## src/rtl/qmac_pkg.sv

```systemverilog
package qmac_pkg;

    typedef enum logic [1:0] {
        S_IDLE  = 2'd0,
        S_ACCUM = 2'd1,
        S_DONE  = 2'd2
    } qmac_state_e;

    localparam int unsigned LANES = 2;

endpackage

```

## src/rtl/qmac_ctrl.sv

```systemverilog
module qmac_ctrl
    import qmac_pkg::*;
#(
    parameter int CNT_W = 16
) (
    input  logic             clk,
    input  logic             rst_n,
    input  logic             start_i,
    input  logic [CNT_W-1:0] count_i,
    input  logic             valid_i,
    output logic             busy_o,
    output logic             done_o,
    output logic             clear_o,
    output logic             accum_en_o
);

    localparam logic [CNT_W-1:0] ONE = CNT_W'(1);

    qmac_state_e      state_q, state_d;
    logic [CNT_W-1:0] left_q, left_d;

    // next-state logic; a start overrides every other event
    always_comb begin
        state_d = state_q;
        left_d  = left_q;
        if (start_i) begin
            if (count_i == '0) begin
                state_d = S_DONE;          // START_EMPTY
                left_d  = '0;
            end else begin
                state_d = S_ACCUM;         // START_RUN
                left_d  = count_i;
            end
        end else begin
            unique case (state_q)
                S_IDLE: begin
                    state_d = S_IDLE;
                end
                S_ACCUM: begin
                    if (valid_i) begin
                        left_d = left_q - ONE;
                        if (left_q == ONE) begin
                            state_d = S_DONE;   // LAST_SAMPLE
                        end
                    end
                end
                S_DONE: begin
                    state_d = S_IDLE;           // RETIRE
                end
                default: begin
                    state_d = S_IDLE;
                end
            endcase
        end
    end

    // state register
    always_ff @(posedge clk) begin
        if (!rst_n) begin
            state_q <= S_IDLE;
            left_q  <= '0;
        end else begin
            state_q <= state_d;
            left_q  <= left_d;
        end
    end

    // outputs
    always_comb begin
        busy_o     = (state_q == S_ACCUM);
        done_o     = (state_q == S_DONE);
        clear_o    = start_i;
        accum_en_o = !start_i && (state_q == S_ACCUM) && valid_i;
    end

endmodule

```

## src/rtl/qmac_product.sv

```systemverilog
module qmac_product #(
    parameter int DATA_W = 12,
    parameter int REF_W  = 12,
    parameter int ACC_W  = 40
) (
    input  logic signed [DATA_W-1:0] sample_i,
    input  logic signed [REF_W-1:0]  ref_i,
    output logic signed [ACC_W-1:0]  term_o
);

    localparam int PROD_W = DATA_W + REF_W;

    logic signed [PROD_W-1:0] prod;

    assign prod = sample_i * ref_i;

    generate
        if (ACC_W > PROD_W) begin : g_extend
            assign term_o = {{(ACC_W-PROD_W){prod[PROD_W-1]}}, prod};
        end else if (ACC_W == PROD_W) begin : g_exact
            assign term_o = prod;
        end else begin : g_trunc
            assign term_o = prod[ACC_W-1:0];
        end
    endgenerate

endmodule

```

## src/rtl/qmac_accum.sv

```systemverilog
module qmac_accum #(
    parameter int ACC_W = 40
) (
    input  logic                    clk,
    input  logic                    rst_n,
    input  logic                    clear_i,
    input  logic                    en_i,
    input  logic signed [ACC_W-1:0] term_i,
    output logic signed [ACC_W-1:0] acc_o
);

    always_ff @(posedge clk) begin
        if (!rst_n) begin
            acc_o <= '0;
        end else if (clear_i) begin
            acc_o <= '0;
        end else if (en_i) begin
            acc_o <= acc_o + term_i;   // two's-complement wrap
        end
    end

endmodule

```

## src/rtl/qmac_analyzer.sv

```systemverilog
module qmac_analyzer
    import qmac_pkg::*;
#(
    parameter int DATA_W = 12,
    parameter int REF_W  = 12,
    parameter int ACC_W  = 40,
    parameter int CNT_W  = 16
) (
    input  logic              clk,
    input  logic              rst_n,
    input  logic              start_i,
    input  logic [CNT_W-1:0]  count_i,
    input  logic              sample_valid_i,
    input  logic [DATA_W-1:0] sample_i,
    input  logic [REF_W-1:0]  ref_inph_i,
    input  logic [REF_W-1:0]  ref_quad_i,
    output logic              busy_o,
    output logic              done_o,
    output logic [ACC_W-1:0]  acc_inph_o,
    output logic [ACC_W-1:0]  acc_quad_o
);

    logic clear;
    logic accum_en;

    logic signed [REF_W-1:0] ref_lane  [LANES];
    logic signed [ACC_W-1:0] term_lane [LANES];
    logic signed [ACC_W-1:0] acc_lane  [LANES];

    assign ref_lane[0] = ref_inph_i;
    assign ref_lane[1] = ref_quad_i;

    qmac_ctrl #(
        .CNT_W (CNT_W)
    ) u_ctrl (
        .clk        (clk),
        .rst_n      (rst_n),
        .start_i    (start_i),
        .count_i    (count_i),
        .valid_i    (sample_valid_i),
        .busy_o     (busy_o),
        .done_o     (done_o),
        .clear_o    (clear),
        .accum_en_o (accum_en)
    );

    for (genvar g = 0; g < LANES; g++) begin : g_lane
        qmac_product #(
            .DATA_W (DATA_W),
            .REF_W  (REF_W),
            .ACC_W  (ACC_W)
        ) u_prod (
            .sample_i (sample_i),
            .ref_i    (ref_lane[g]),
            .term_o   (term_lane[g])
        );

        qmac_accum #(
            .ACC_W (ACC_W)
        ) u_acc (
            .clk     (clk),
            .rst_n   (rst_n),
            .clear_i (clear),
            .en_i    (accum_en),
            .term_i  (term_lane[g]),
            .acc_o   (acc_lane[g])
        );
    end

    assign acc_inph_o = acc_lane[0];
    assign acc_quad_o = acc_lane[1];

endmodule

```

## config.mk

```make
export PLATFORM = sky130hd
export DESIGN_NAME = qmac_analyzer
export DESIGN_NICKNAME = d
export VERILOG_FILES = /design/src/rtl/qmac_pkg.sv /design/src/rtl/qmac_ctrl.sv /design/src/rtl/qmac_product.sv /design/src/rtl/qmac_accum.sv /design/src/rtl/qmac_analyzer.sv
export SDC_FILE = /design/constraint.sdc
export NUM_CORES = 1
export LEC_CHECK = 0
export BUFFER_PORTS_ARGS = -buffer_cell sky130_fd_sc_hd__buf_4
export CAP_MARGIN = 20
export CORE_ASPECT_RATIO = 0.75
export CORE_UTILIZATION = 58
export CTS_CLUSTER_DIAMETER = 120
export CTS_CLUSTER_SIZE = 30
export DETAILED_ROUTE_END_ITERATION = 16
export PLACE_DENSITY = 0.8
export SLEW_MARGIN = 20
export SYNTH_ARGS = -nofsm -noshare
export SYNTH_HDL_FRONTEND = slang
export SYNTH_SLANG_ARGS = --single-unit
```

## constraint.sdc

```tcl
create_clock -name clk -period 8.1 [get_ports clk]
set_clock_uncertainty 0.2 [all_clocks]
set_input_delay 1.215 -clock clk [delete_from_list [all_inputs] [get_ports clk]]
set_output_delay 1.215 -clock clk [all_outputs]
set_load 0.02 [all_outputs]
```

==> After elaboration in Yosys (flattened, before gate mapping) <==
Index checks and enable logic that the tools add are counted.
{ "totals": {"ff_bits": 98, "inputBits": 56, "elab_cells": 33} }
{ "op_classes": {"add_sub_neg": 3, "multipliers": 2, "eq_ne": 5, "n_mux": 9, "n_bitwise": 1, "n_reduce_logical": 9} }
{ "op_table": {"columns": ["op", "n"], "rows": [
  ["$add 40x24->40", 2],
  ["$mux 16", 4],
  ["$mul 12x12->24", 2],
  ["$eq 16x1->1 const B", 1],
  ["$logic_not 16->1", 1],
  ["$sub 16x1->16 const B", 1],
  ["$mux 2", 5],
  ["$reduce_and 2->1", 2],
  ["$reduce_bool 2->1", 2],
  ["$ne 3x2->1 const B", 1],
  ["$ne 3x3->1 const B", 1],
  ["$eq 2x1->1 const B", 1],
  ["$eq 2x2->1 const B", 1],
  ["$logic_and 1x1->1", 2],
  ["$reduce_or 2->1", 1],
  ["$logic_not 1->1", 1],
  ["$not 1->1", 1]
]} }

==> Depth between registers and ports, before layout <==
Gate-level depths: netlist of the first run.
{ "depth": {"ltp_word": 5, "ltp_mapped": 25} }

==> By module <==
A second synthesis of the first run with hierarchy kept.
{ "unflattened": {"hier_cells": 2336, "hier_area_um2": 19966.6} }
{ "modules_own_cells": {"columns": ["mod", "n_inst", "cells_per_inst", "area_per_inst_um2"], "rows": [
  ["qmac_accum", 2, 471, 3875.0],
  ["qmac_product at g_lane[0].u_prod", 1, 636, 5584.1],
  ["qmac_product at g_lane[1].u_prod", 1, 635, 5580.4],
  ["qmac_ctrl", 1, 123, 1052.3]
]} }

==> Worst setup path after synthesis of the first run <==
OpenSTA, ideal clock, no wires.
{ "synth_path": {"path_type": "input to register", "startpoint": "input sample_i[11]", "endpoint": "register g_lane[1].u_acc.acc_o[36]", "setup_time_ps": 95, "arrival_ps": 7510, "t_required_ps": 7805, "slack_ps": 295, "stages": 20, "n_path_buf": 1, "path_cell_list": "clkbuf_1 nand2_1 fa_1 fa_1 inv_1 fa_1 fa_1 fa_1 ha_1 ha_1 a21oi_1 o21ai_0 a221oi_1 o2111ai_1 a221o_2 a31oi_4 o31ai_2 a31oi_1 xor2_1 a221oi_1"} }
{ "synth_via": {"elab_chain_cells": 2} }
{ "synth_lines": {"columns": ["element", "line", "source"], "rows": [
  ["start: declaration", "qmac_analyzer.sv:14", "input logic [DATA_W-1:0] sample_i,"],
  ["$mul 12x12->24", "qmac_product.sv:15", "assign prod = sample_i * ref_i;"],
  ["$add 40x24->40", "qmac_accum.sv:18", "acc_o <= acc_o + term_i;"],
  ["end signal: assignment", "qmac_accum.sv:18", null],
  ["end: declaration", "qmac_accum.sv:9", "output logic signed [ACC_W-1:0] acc_o"]
]} }
Every way passes these cells.
A chain may end at the register's enable or synchronous reset.

==> Worst setup path after layout of the first run <==
{ "layout_path": {"startpoint": "input sample_i[11]", "endpoint": "register g_lane[0].u_acc.acc_o[38]"} }
{ "layout_via": {"elab_chain_cells": 2} }
{ "layout_lines": {"columns": ["element", "line"], "rows": [
  ["$mul 12x12->24", "qmac_product.sv:15"],
  ["$add 40x24->40", "qmac_accum.sv:18"],
  ["end signal: assignment", "qmac_accum.sv:18"],
  ["end: declaration", "qmac_accum.sv:9"]
]} }
Every way passes these cells.

==> results of run 1 <==
## final cells by class
cell class	instances	area, sq um	share of cell area, %
clock inverters	5	36.3	0.158
inverters	492	1850	8.04
multi-input cells	1654	17100	74.6
flip-flops and latches	98	1960	8.54
clock buffers	11	243	1.06
repair buffers	155	1160	5.06
well taps	465	582	2.53
## metrics by stage
stage	hold WS (ns)	util, %
6_report	0.274	63.9
5_1_grt	0.291	63.9
4_1_cts	0.277	63.9
3_5_place_dp	0.261	63.1
3_3_place_gp	0.259	63.1
2_1_floorplan	0.293	-
## critical path, stage by stage
cell and delay (ns):
buf_4 0.26, and2_1 0.22, inv_1 0.07, fa_2 0.76, buf_4 0.35, fa_1 0.49, fa_1 0.52, inv_1 0.06
fa_1 0.55, fa_1 0.41, ha_1 0.28, ha_1 0.40, nand4_1 0.22, nor3_2 0.34, nand3_1 0.11, a21oi_1 0.40
o211ai_1 0.24, a31oi_1 0.39, nand3_1 0.14, mux2_2 0.29, o211ai_1 0.08
## sequential cells by signal, indices dropped and copies added (netlist names)
name,cells
g_lane.u_acc.acc_o,80
u_ctrl.left_q,16
u_ctrl.state_q,2
## kinds of logic after synthesis
| group | share of synthesized area [%] |
|---|---|
| compound gates | 9.38 |
| mux | 0.159 |
| fa+ha+maj | 54.5 |
| xor+xnor | 3.09 |
| simple gates | 13.4 |
| flops | 9.23 |
| buf+inv | 10.2 |
## cell usage in the layout, fill, tap and decap left out, types with 7 or more instances in the layout
cell type  Yosys  layout
inv_1        490     490
fa_1         454     452
nand2_1      273     271
ha_1         200     200
buf_4          0     155
a21oi_1      140     140
and2_1       135     134
dfxtp_1       98      98
nor2_1        89      89
xnor2_1       55      55
o21ai_0       39      39
a21o_1        32      32
nand3_1       24      24
xor2_1        20      20
a211oi_1      18      18
nor3_1        19      18
a31oi_1       17      17
nor2b_1       13      13
and3_1        10      10
nor4_1         9       9
nand4_1        9       9
clkbuf_16      0       9
nand2b_1       8       8
o21bai_1       7       7
## how the worst max path moves through the flow
stage / slack (ns) / cells past startpoint / to
detailed placement: 0.02 / 21 / g_lane[0].u_acc.acc_o[38]$_SDFFE_PP0P_
floorplan: 0.30 / 20 / g_lane[1].u_acc.acc_o[36]$_SDFFE_PP0P_
finish: 0.37 / 21 / g_lane[0].u_acc.acc_o[38]$_SDFFE_PP0P_
global placement: 0.21 / 21 / g_lane[0].u_acc.acc_o[38]$_SDFFE_PP0P_
CTS: 0.40 / 21 / g_lane[0].u_acc.acc_o[38]$_SDFFE_PP0P_
global route: 0.001 / 21 / g_lane[0].u_acc.acc_o[36]$_SDFFE_PP0P_
## per-layer routing
metal | share of wire (%) | GRT usage (%)
met5 | 0.021 | 0
met4 | 2.2 | 7.35
met3 | 9.0 | 5.79
met2 | 47 | 47.5
met1 | 42 | 41.9
==> results.sh, run 1 <==
export IMPL_synth_most_common_cell="inv_1"
export IMPL_placed_cell_area_sq_um=22700
export IMPL_timing_final_crit_share_pct=95.5
export IMPL_clockBufferDepth=2
export IMPL_min_path_type="flop to flop"
export IMPL_netlist_area_sq_um=21300
export IMPL_cts_tree="yes"
export IMPL_dr_pass1_iters=5
export IMPL_ant_nets=0
export IMPL_grt_max_degree=55
export IMPL_grt_ovfl_total=0
export IMPL_cts_sinks=98
export IMPL_first_iter_violations=1300
export IMPL_cp_max_fo=24
export IMPL_yosysWarningCount=0
export IMPL_routed_wl_mm=52.3
export IMPL_status="completed"
export IMPL_post_place_cells=2864
export IMPL_grt_pass1_vias=17235
export IMPL_drc=0
export IMPL_period_needed_ns=7.73
export IMPL_path_class="input pin to flop"
export IMPL_syn_num_nets=3039
export IMPL_gp_congestion=0.913
export IMPL_synth_top_area_share_pct=42.8
export IMPL_synth_seq_cells=98
export IMPL_hp_start="g_lane[0].u_acc.acc_o[22]$_SDFFE_PP0P_"
export IMPL_area_delta_synth_final_pct=8.13
export IMPL_ys_flop_type="dfxtp_1"
export IMPL_drive_above_1_share_pct=7.99
export IMPL_startpoint="sample_i[11]"
export IMPL_relSlewSlack_pct=40.4
export IMPL_cts_resized=0
export IMPL_htreeDepth=3
export IMPL_postSynthAreaPerCell_sq_um=9.13
export IMPL_num_antenna_cells=0
export IMPL_cap_violations=0
export IMPL_dieArea_sq_um=37400
export IMPL_vias=16280
export IMPL_start_util_pct=59.1
export IMPL_grt_pass1_wl_mm=87.7
export IMPL_die_h_microns=168
export IMPL_detailed_place_hpwl_mm=42.0
export IMPL_antenna_found_initial=1
export IMPL_wire_per_inst_microns=18.2
export IMPL_cts_root_buf="clkbuf_16"
export IMPL_r2r_start="g_lane[1].u_acc.acc_o[9]$_SDFFE_PP0P_"
export IMPL_maxSlewViolCount=0
export IMPL_synth_distinct_cells=63
export IMPL_fin_cells=2880
export IMPL_path_clk_slew_ns=0.08
export IMPL_rsz0062_at_grt="false"
export IMPL_synth_area_top_cells="fa_1 43%, ha_1 12%, dfxtp_1 9.2%"
export IMPL_hold_buffers=0
export IMPL_synthTopCellsByCount="490 x inv_1, 454 x fa_1, 273 x nand2_1"
export IMPL_num_rows=60
export IMPL_tns_ns=0
export IMPL_nNetsFinal=3120
export IMPL_r2r_end="g_lane[1].u_acc.acc_o[36]$_SDFFE_PP0P_"
export IMPL_core_area_sq_um=36000
export IMPL_crit_arrival_ns=7.84
export IMPL_grt_total_usage_pct=29.7
export IMPL_die_w_microns=223
export IMPL_io_pins=138
export IMPL_fill_cells=2937
export IMPL_holdPathEnd="g_lane[0].u_acc.acc_o[22]$_SDFFE_PP0P_"
export IMPL_synth_async_reset_ratio_pct=0
export IMPL_end_kind="flop"
export IMPL_via_per_inst=5.65
export IMPL_required_ns=8.21
export IMPL_hold_depth=2
export IMPL_cts_setup_buffers=0
export IMPL_final_area_sq_um=23000
export IMPL_ys_seq_area_share_pct=9.23
export IMPL_clock_latency_ns=0.38
export IMPL_layout_setup_ws_ns=0.366
export IMPL_setup_viol=0
export IMPL_tightest_slew_ns=0.886
export IMPL_max_freq_ghz=0.129
export IMPL_reg2regPathDepth=18
export IMPL_critPathLaunchType="input pin"
export IMPL_r2r_slack_ns=1.97
export IMPL_synth_cells=2329
export IMPL_port_buffers=137
export IMPL_place_ws_ns=0.0223
export IMPL_cts_buffers=9
export IMPL_hold_viol_final=0
export IMPL_post_synth_top_area_cell="fa_1"
export IMPL_synth_edf_count=0
Power of run 1 is left out: the tool's default activity adds up to more than one toggle a clock period on the data nets, which glitch-free logic cannot reach.
==> run 2, diff against run 1 <==
Settings changed: CELL_PAD_IN_SITES_DETAIL_PLACEMENT set to 1, CELL_PAD_IN_SITES_GLOBAL_PLACEMENT set to 2, CORE_UTILIZATION 58 to 35, PLACE_DENSITY 0.8 to unset, PLACE_DENSITY_LB_ADDON set to 0.1.
==> run 2 against run 1 <==
- critical path depth increased by 1
- worst hold slack got worse by 0.0035 ns
- setup slack improved by 0.24 ns
- global-route usage decreased by 8.0 points
- register-to-register slack got worse by 0.02 ns
- sequential share of layout area decreased by 0.19 points
- via count decreased by 1.5%
- die area increased by 65%
- final cell count increased by 12%
- largest cell class unchanged
==> results.sh, run 2 (synthesized netlist as in run 1, its figures left out) <==
export IMPL_largest_register_ffs=80
export IMPL_cts_resized=0
export IMPL_wire_per_inst_microns=19.7
export IMPL_routed_wl_mm=63.3
export IMPL_vias=16029
export IMPL_nNetsFinal=3127
export IMPL_reg_top3="g_lane.u_acc.acc_o x80, u_ctrl.left_q x16, u_ctrl.state_q x2"
export IMPL_first_iter_violations=673
export IMPL_required_ns=8.16
export IMPL_die_w_microns=287
export IMPL_timing_final_crit_share_pct=92.5
export IMPL_status="completed"
export IMPL_dr_pass1_iters=5
export IMPL_clock_latency_ns=0.42
export IMPL_critPathBufInv=5
export IMPL_hold_viol_final=0
export IMPL_crit_slowest_cell="o21ai_1"
export IMPL_regMostFlops="g_lane.u_acc.acc_o"
export IMPL_grt_ovfl_total=0
export IMPL_critPathLaunchType="input pin"
export IMPL_period_needed_ns=7.49
export IMPL_num_rows=77
export IMPL_cp_num_cells=22
export IMPL_cp_max_fo=24
export IMPL_detailed_place_hpwl_mm=51.4
export IMPL_area_delta_synth_final_pct=10.5
export IMPL_drc=0
export IMPL_dieArea_sq_um=61700
export IMPL_maxSlewViolCount=0
export IMPL_htreeDepth=3
export IMPL_tightest_slew_ns=0.898
export IMPL_antenna_found_initial=2
export IMPL_r2r_slack_ns=1.95
export IMPL_final_cell_mix="490 x inv_1, 452 x fa_1, 271 x nand2_1, 200 x ha_1, 162 x buf_4"
export IMPL_cts_root_buf="clkbuf_16"
export IMPL_cpLargestDelayFamily="adder cells"
export IMPL_grt_total_usage_pct=21.7
export IMPL_cts_sinks=98
export IMPL_r2r_start="g_lane[0].u_acc.acc_o[7]$_SDFFE_PP0P_"
export IMPL_relSlewSlack_pct=39.9
export IMPL_path_cells="buf_4, and2_1, fa_1, inv_1, fa_1, inv_1, fa_1, inv_1, fa_1, inv_1, fa_1, ha_1, ha_1, o21ai_1, a21boi_1, o21ai_1, a21oi_1, a221oi_1, o21bai_1, a211oi_1, or4_1, o311ai_0"
export IMPL_grt_pass1_wl_mm=103
export IMPL_reg2regPathDepth=19
export IMPL_end_kind="flop"
export IMPL_crit_arrival_ns=7.56
export IMPL_path_clk_slew_ns=0.09
export IMPL_slowest_delay_ns=0.54
export IMPL_min_path_type="flop to flop"
export IMPL_hold_buffers=0
export IMPL_ant_nets=0
export IMPL_io_pins=138
export IMPL_max_freq_ghz=0.133
export IMPL_via_per_inst=4.99
export IMPL_drive_above_1_share_pct=8.30
export IMPL_grt_max_degree=61
export IMPL_grt_pass1_vias=18195
export IMPL_cpMostUsedCell="fa_1"
export IMPL_cap_violations=0
export IMPL_die_h_microns=215
export IMPL_startpoint="sample_i[7]"
export IMPL_clockBufferDepth=2
export IMPL_cts_setup_buffers=0
export IMPL_gp_congestion=0.829
export IMPL_tns_ns=0
export IMPL_rsz0062_at_grt="false"
export IMPL_start_util_pct=35.8
export IMPL_final_common_cell="inv_1"
export IMPL_port_buffers=137
export IMPL_crit_end="g_lane[0].u_acc.acc_o[26]$_SDFFE_PP0P_"
export IMPL_path_class="input pin to flop"
export IMPL_setup_viol=0
export IMPL_cts_buffers=9
export IMPL_core_area_sq_um=59400
export IMPL_cts_tree="yes"
export IMPL_r2r_end="g_lane[0].u_acc.acc_o[26]$_SDFFE_PP0P_"
run 2: worst min-delay path by stage:
stage	startpoint	endpoint	slack (ns)	cells past startpoint
after detailed placement	g_lane[0].u_acc.acc_o[20]$_SDFFE_PP0P_	g_lane[0].u_acc.acc_o[20]$_SDFFE_PP0P_	0.26	2
after global routing	g_lane[0].u_acc.acc_o[20]$_SDFFE_PP0P_	g_lane[0].u_acc.acc_o[20]$_SDFFE_PP0P_	0.30	2
final	g_lane[0].u_acc.acc_o[20]$_SDFFE_PP0P_	g_lane[0].u_acc.acc_o[20]$_SDFFE_PP0P_	0.27	2
after global placement	g_lane[0].u_acc.acc_o[23]$_SDFFE_PP0P_	g_lane[0].u_acc.acc_o[23]$_SDFFE_PP0P_	0.26	2
after floorplan	u_ctrl.left_q[8]$_SDFFE_PN0P_	u_ctrl.left_q[8]$_SDFFE_PN0P_	0.29	2
after CTS	g_lane[0].u_acc.acc_o[20]$_SDFFE_PP0P_	g_lane[0].u_acc.acc_o[20]$_SDFFE_PP0P_	0.28	2
run 2: area by class of cell:
class                      count  area (sq um)
fill                        6901         35900
sequential                    98          1960
multi-input combinational   1654         17200
tap                          790           988
antenna                        1          2.50
inverter                     492          1850
clock buffer                  12           267
clock inverter                 4          56.3
timing repair buffer         162          1220
run 2: stage by stage:
stage               utilization (%)  instances  setup WS (ns)  hold slack [ns]  cell area (sq um)
finish                         39.5       3213          0.607            0.270              23500
global route                   39.5       3213          0.240            0.296              23500
CTS                            39.5       3212          0.626            0.276              23500
detailed placement             39.0       3196          0.205            0.263              23200
global placement               39.0       3196          0.331            0.256              23200
floorplan                         -       2329          0.295            0.293              21300
run 2: worst min-delay path: stages (launching register included):
cell and delay [ns]:
dfxtp_1 0.33, nand2_1 0.05, a21oi_1 0.05
run 2: layer usage:
metal,GRT usage [%],vias up,share of wire [%]
met5,0,-,0
met4,3.92,0,1.2
met3,2.54,31,3.0
met2,35.9,223,48
met1,30.6,8415,48
li1,-,7360,-
Power of run 2 is left out for the same reason.
==> run 3, diff against run 2 <==
Settings changed: ABC_AREA set to 0, CELL_PAD_IN_SITES_DETAIL_PLACEMENT 1 to 0, CELL_PAD_IN_SITES_GLOBAL_PLACEMENT 2 to 1, CTS_CLUSTER_DIAMETER 120 to unset.
==> run 3 against run 2 <==
- setup slack improved by 0.099 ns
- worst hold slack improved by 0.0072 ns
- global-route usage down 1.5 points
- core utilization hardly changed
- sequential share of layout area barely moved
- design area hardly changed
- non-clock buffer count up 8
- die area did not move
- clock-buffer cell count shrank 1
- register-to-register slack is essentially flat
- final cell count grew 0.22%
==> results.sh, run 3 (synthesized netlist as in run 1, its figures left out) <==
export IMPL_status="completed"
export IMPL_final_cell_mix="490 x inv_1, 452 x fa_1, 271 x nand2_1, 200 x ha_1, 170 x buf_4"
export IMPL_regMostFlops="g_lane.u_acc.acc_o"
export IMPL_port_buffers=137
export IMPL_maxSlewViolCount=0
export IMPL_htreeDepth=3
export IMPL_largest_register_ffs=80
export IMPL_ant_nets=0
export IMPL_nNetsFinal=3135
export IMPL_required_ns=8.21
export IMPL_end_kind="flop"
export IMPL_cts_root_buf="clkbuf_16"
export IMPL_setup_viol=0
export IMPL_grt_total_usage_pct=20.2
export IMPL_vias=15644
export IMPL_cts_resized=0
export IMPL_drc=0
export IMPL_io_pins=138
export IMPL_cp_max_fo=24
export IMPL_hold_viol_final=0
export IMPL_via_per_inst=4.86
export IMPL_grt_pass1_wl_mm=96.3
export IMPL_tightest_slew_ns=1.02
export IMPL_min_path_type="flop to flop"
export IMPL_path_clk_slew_ns=0.08
export IMPL_period_needed_ns=7.39
export IMPL_cap_violations=0
export IMPL_num_antenna_cells=0
export IMPL_reg_top3="g_lane.u_acc.acc_o x80, u_ctrl.left_q x16, u_ctrl.state_q x2"
export IMPL_grt_pass1_vias=17108
export IMPL_num_rows=77
export IMPL_cts_sinks=98
export IMPL_area_delta_synth_final_pct=10.6
export IMPL_r2r_slack_ns=1.95
export IMPL_cts_tree="yes"
export IMPL_drive_above_1_share_pct=8.56
export IMPL_dieArea_sq_um=61700
export IMPL_die_w_microns=287
export IMPL_crit_arrival_ns=7.51
export IMPL_critPathLaunchType="input pin"
export IMPL_max_freq_ghz=0.135
export IMPL_hold_buffers=0
export IMPL_core_area_sq_um=59400
export IMPL_clockBufferDepth=2
export IMPL_wire_per_inst_microns=18.1
export IMPL_start_util_pct=35.8
export IMPL_grt_max_degree=58
export IMPL_timing_final_crit_share_pct=91.3
export IMPL_dr_pass1_iters=4
export IMPL_cts_setup_buffers=0
export IMPL_detailed_place_hpwl_mm=46.8
export IMPL_grt_ovfl_total=0
export IMPL_rsz0062_at_grt="false"
export IMPL_cts_buffers=9
export IMPL_relSlewSlack_pct=31.5
export IMPL_path_class="input pin to flop"
export IMPL_gp_congestion=0.867
export IMPL_first_iter_violations=785
export IMPL_antenna_found_initial=1
export IMPL_tns_ns=0
export IMPL_final_common_cell="inv_1"
export IMPL_clock_latency_ns=0.41
export IMPL_routed_wl_mm=58.2
export IMPL_die_h_microns=215
run 3: cell count changes in the layout (fill, tap and decap cells not counted):
cell,previous run,this run
bufinv_16,1,0
nor4_2,1,0
clkinv_2,0,1
diode_2,1,0
clkinvlp_4,0,1
nor2_1,89,88
clkbuf_1,0,1
nor2_2,0,1
nor4_1,8,9
buf_4,162,170
clkbuf_8,3,1
run 3: final timing paths:
path,to,cells after the start,startpoint
setup reg to reg,g_lane[1].u_acc.acc_o[36]$_SDFFE_PP0P_,20,g_lane[1].u_acc.acc_o[7]$_SDFFE_PP0P_
setup / recovery,g_lane[1].u_acc.acc_o[36]$_SDFFE_PP0P_,20,sample_i[8]
hold / removal,g_lane[1].u_acc.acc_o[6]$_SDFFE_PP0P_,2,g_lane[1].u_acc.acc_o[6]$_SDFFE_PP0P_
hold reg to reg,g_lane[1].u_acc.acc_o[6]$_SDFFE_PP0P_,2,g_lane[1].u_acc.acc_o[6]$_SDFFE_PP0P_
run 3: critical path, cell delays in order:
cell and delay [ns]:
buf_4 0.32, nand2_1 0.14, fa_1 0.52, fa_1 0.52, inv_1 0.05, fa_1 0.56, fa_1 0.43, fa_1 0.51
fa_1 0.42, ha_1 0.36, a21oi_1 0.18, o21ai_0 0.18, a221oi_1 0.42, o2111ai_1 0.22, a221o_2 0.51, a31oi_4 0.28
o31ai_2 0.12, a31oi_1 0.21, xor2_1 0.09, a221oi_1 0.26
run 3: metal layers:
layer / global-route usage (%) / wire (microns)
met5: 0 / 0
met4: 3.94 / 650
met3: 3.40 / 2690
met2: 30.8 / 25800
met1: 30.0 / 29000
run 3: cell type report:
class	count	area (sq um)
Sequential cell	98	1960
Fill cell	6030	35900
Timing Repair Buffer	170	1280
Clock inverter	5	38.8
Tap cell	790	988
Multi-Input combinational cell	1654	17200
Clock buffer	11	243
Inverter	492	1850
run 3: metrics by stage:
| stage | worst slack [ns] | hold WS, ns | utilization, % | instance area (sq um) | std cells |
|---|---|---|---|---|---|
| floorplan | 0.295 | 0.293 | - | 21300 | 2329 |
| global placement | 0.386 | 0.263 | 39.1 | 23200 | 3204 |
| detailed placement | 0.292 | 0.268 | 39.1 | 23200 | 3204 |
| CTS | 0.720 | 0.280 | 39.5 | 23500 | 3220 |
| global route | 0.302 | 0.301 | 39.5 | 23500 | 3220 |
| finish | 0.705 | 0.277 | 39.5 | 23500 | 3220 |
Power of run 3 is left out for the same reason.
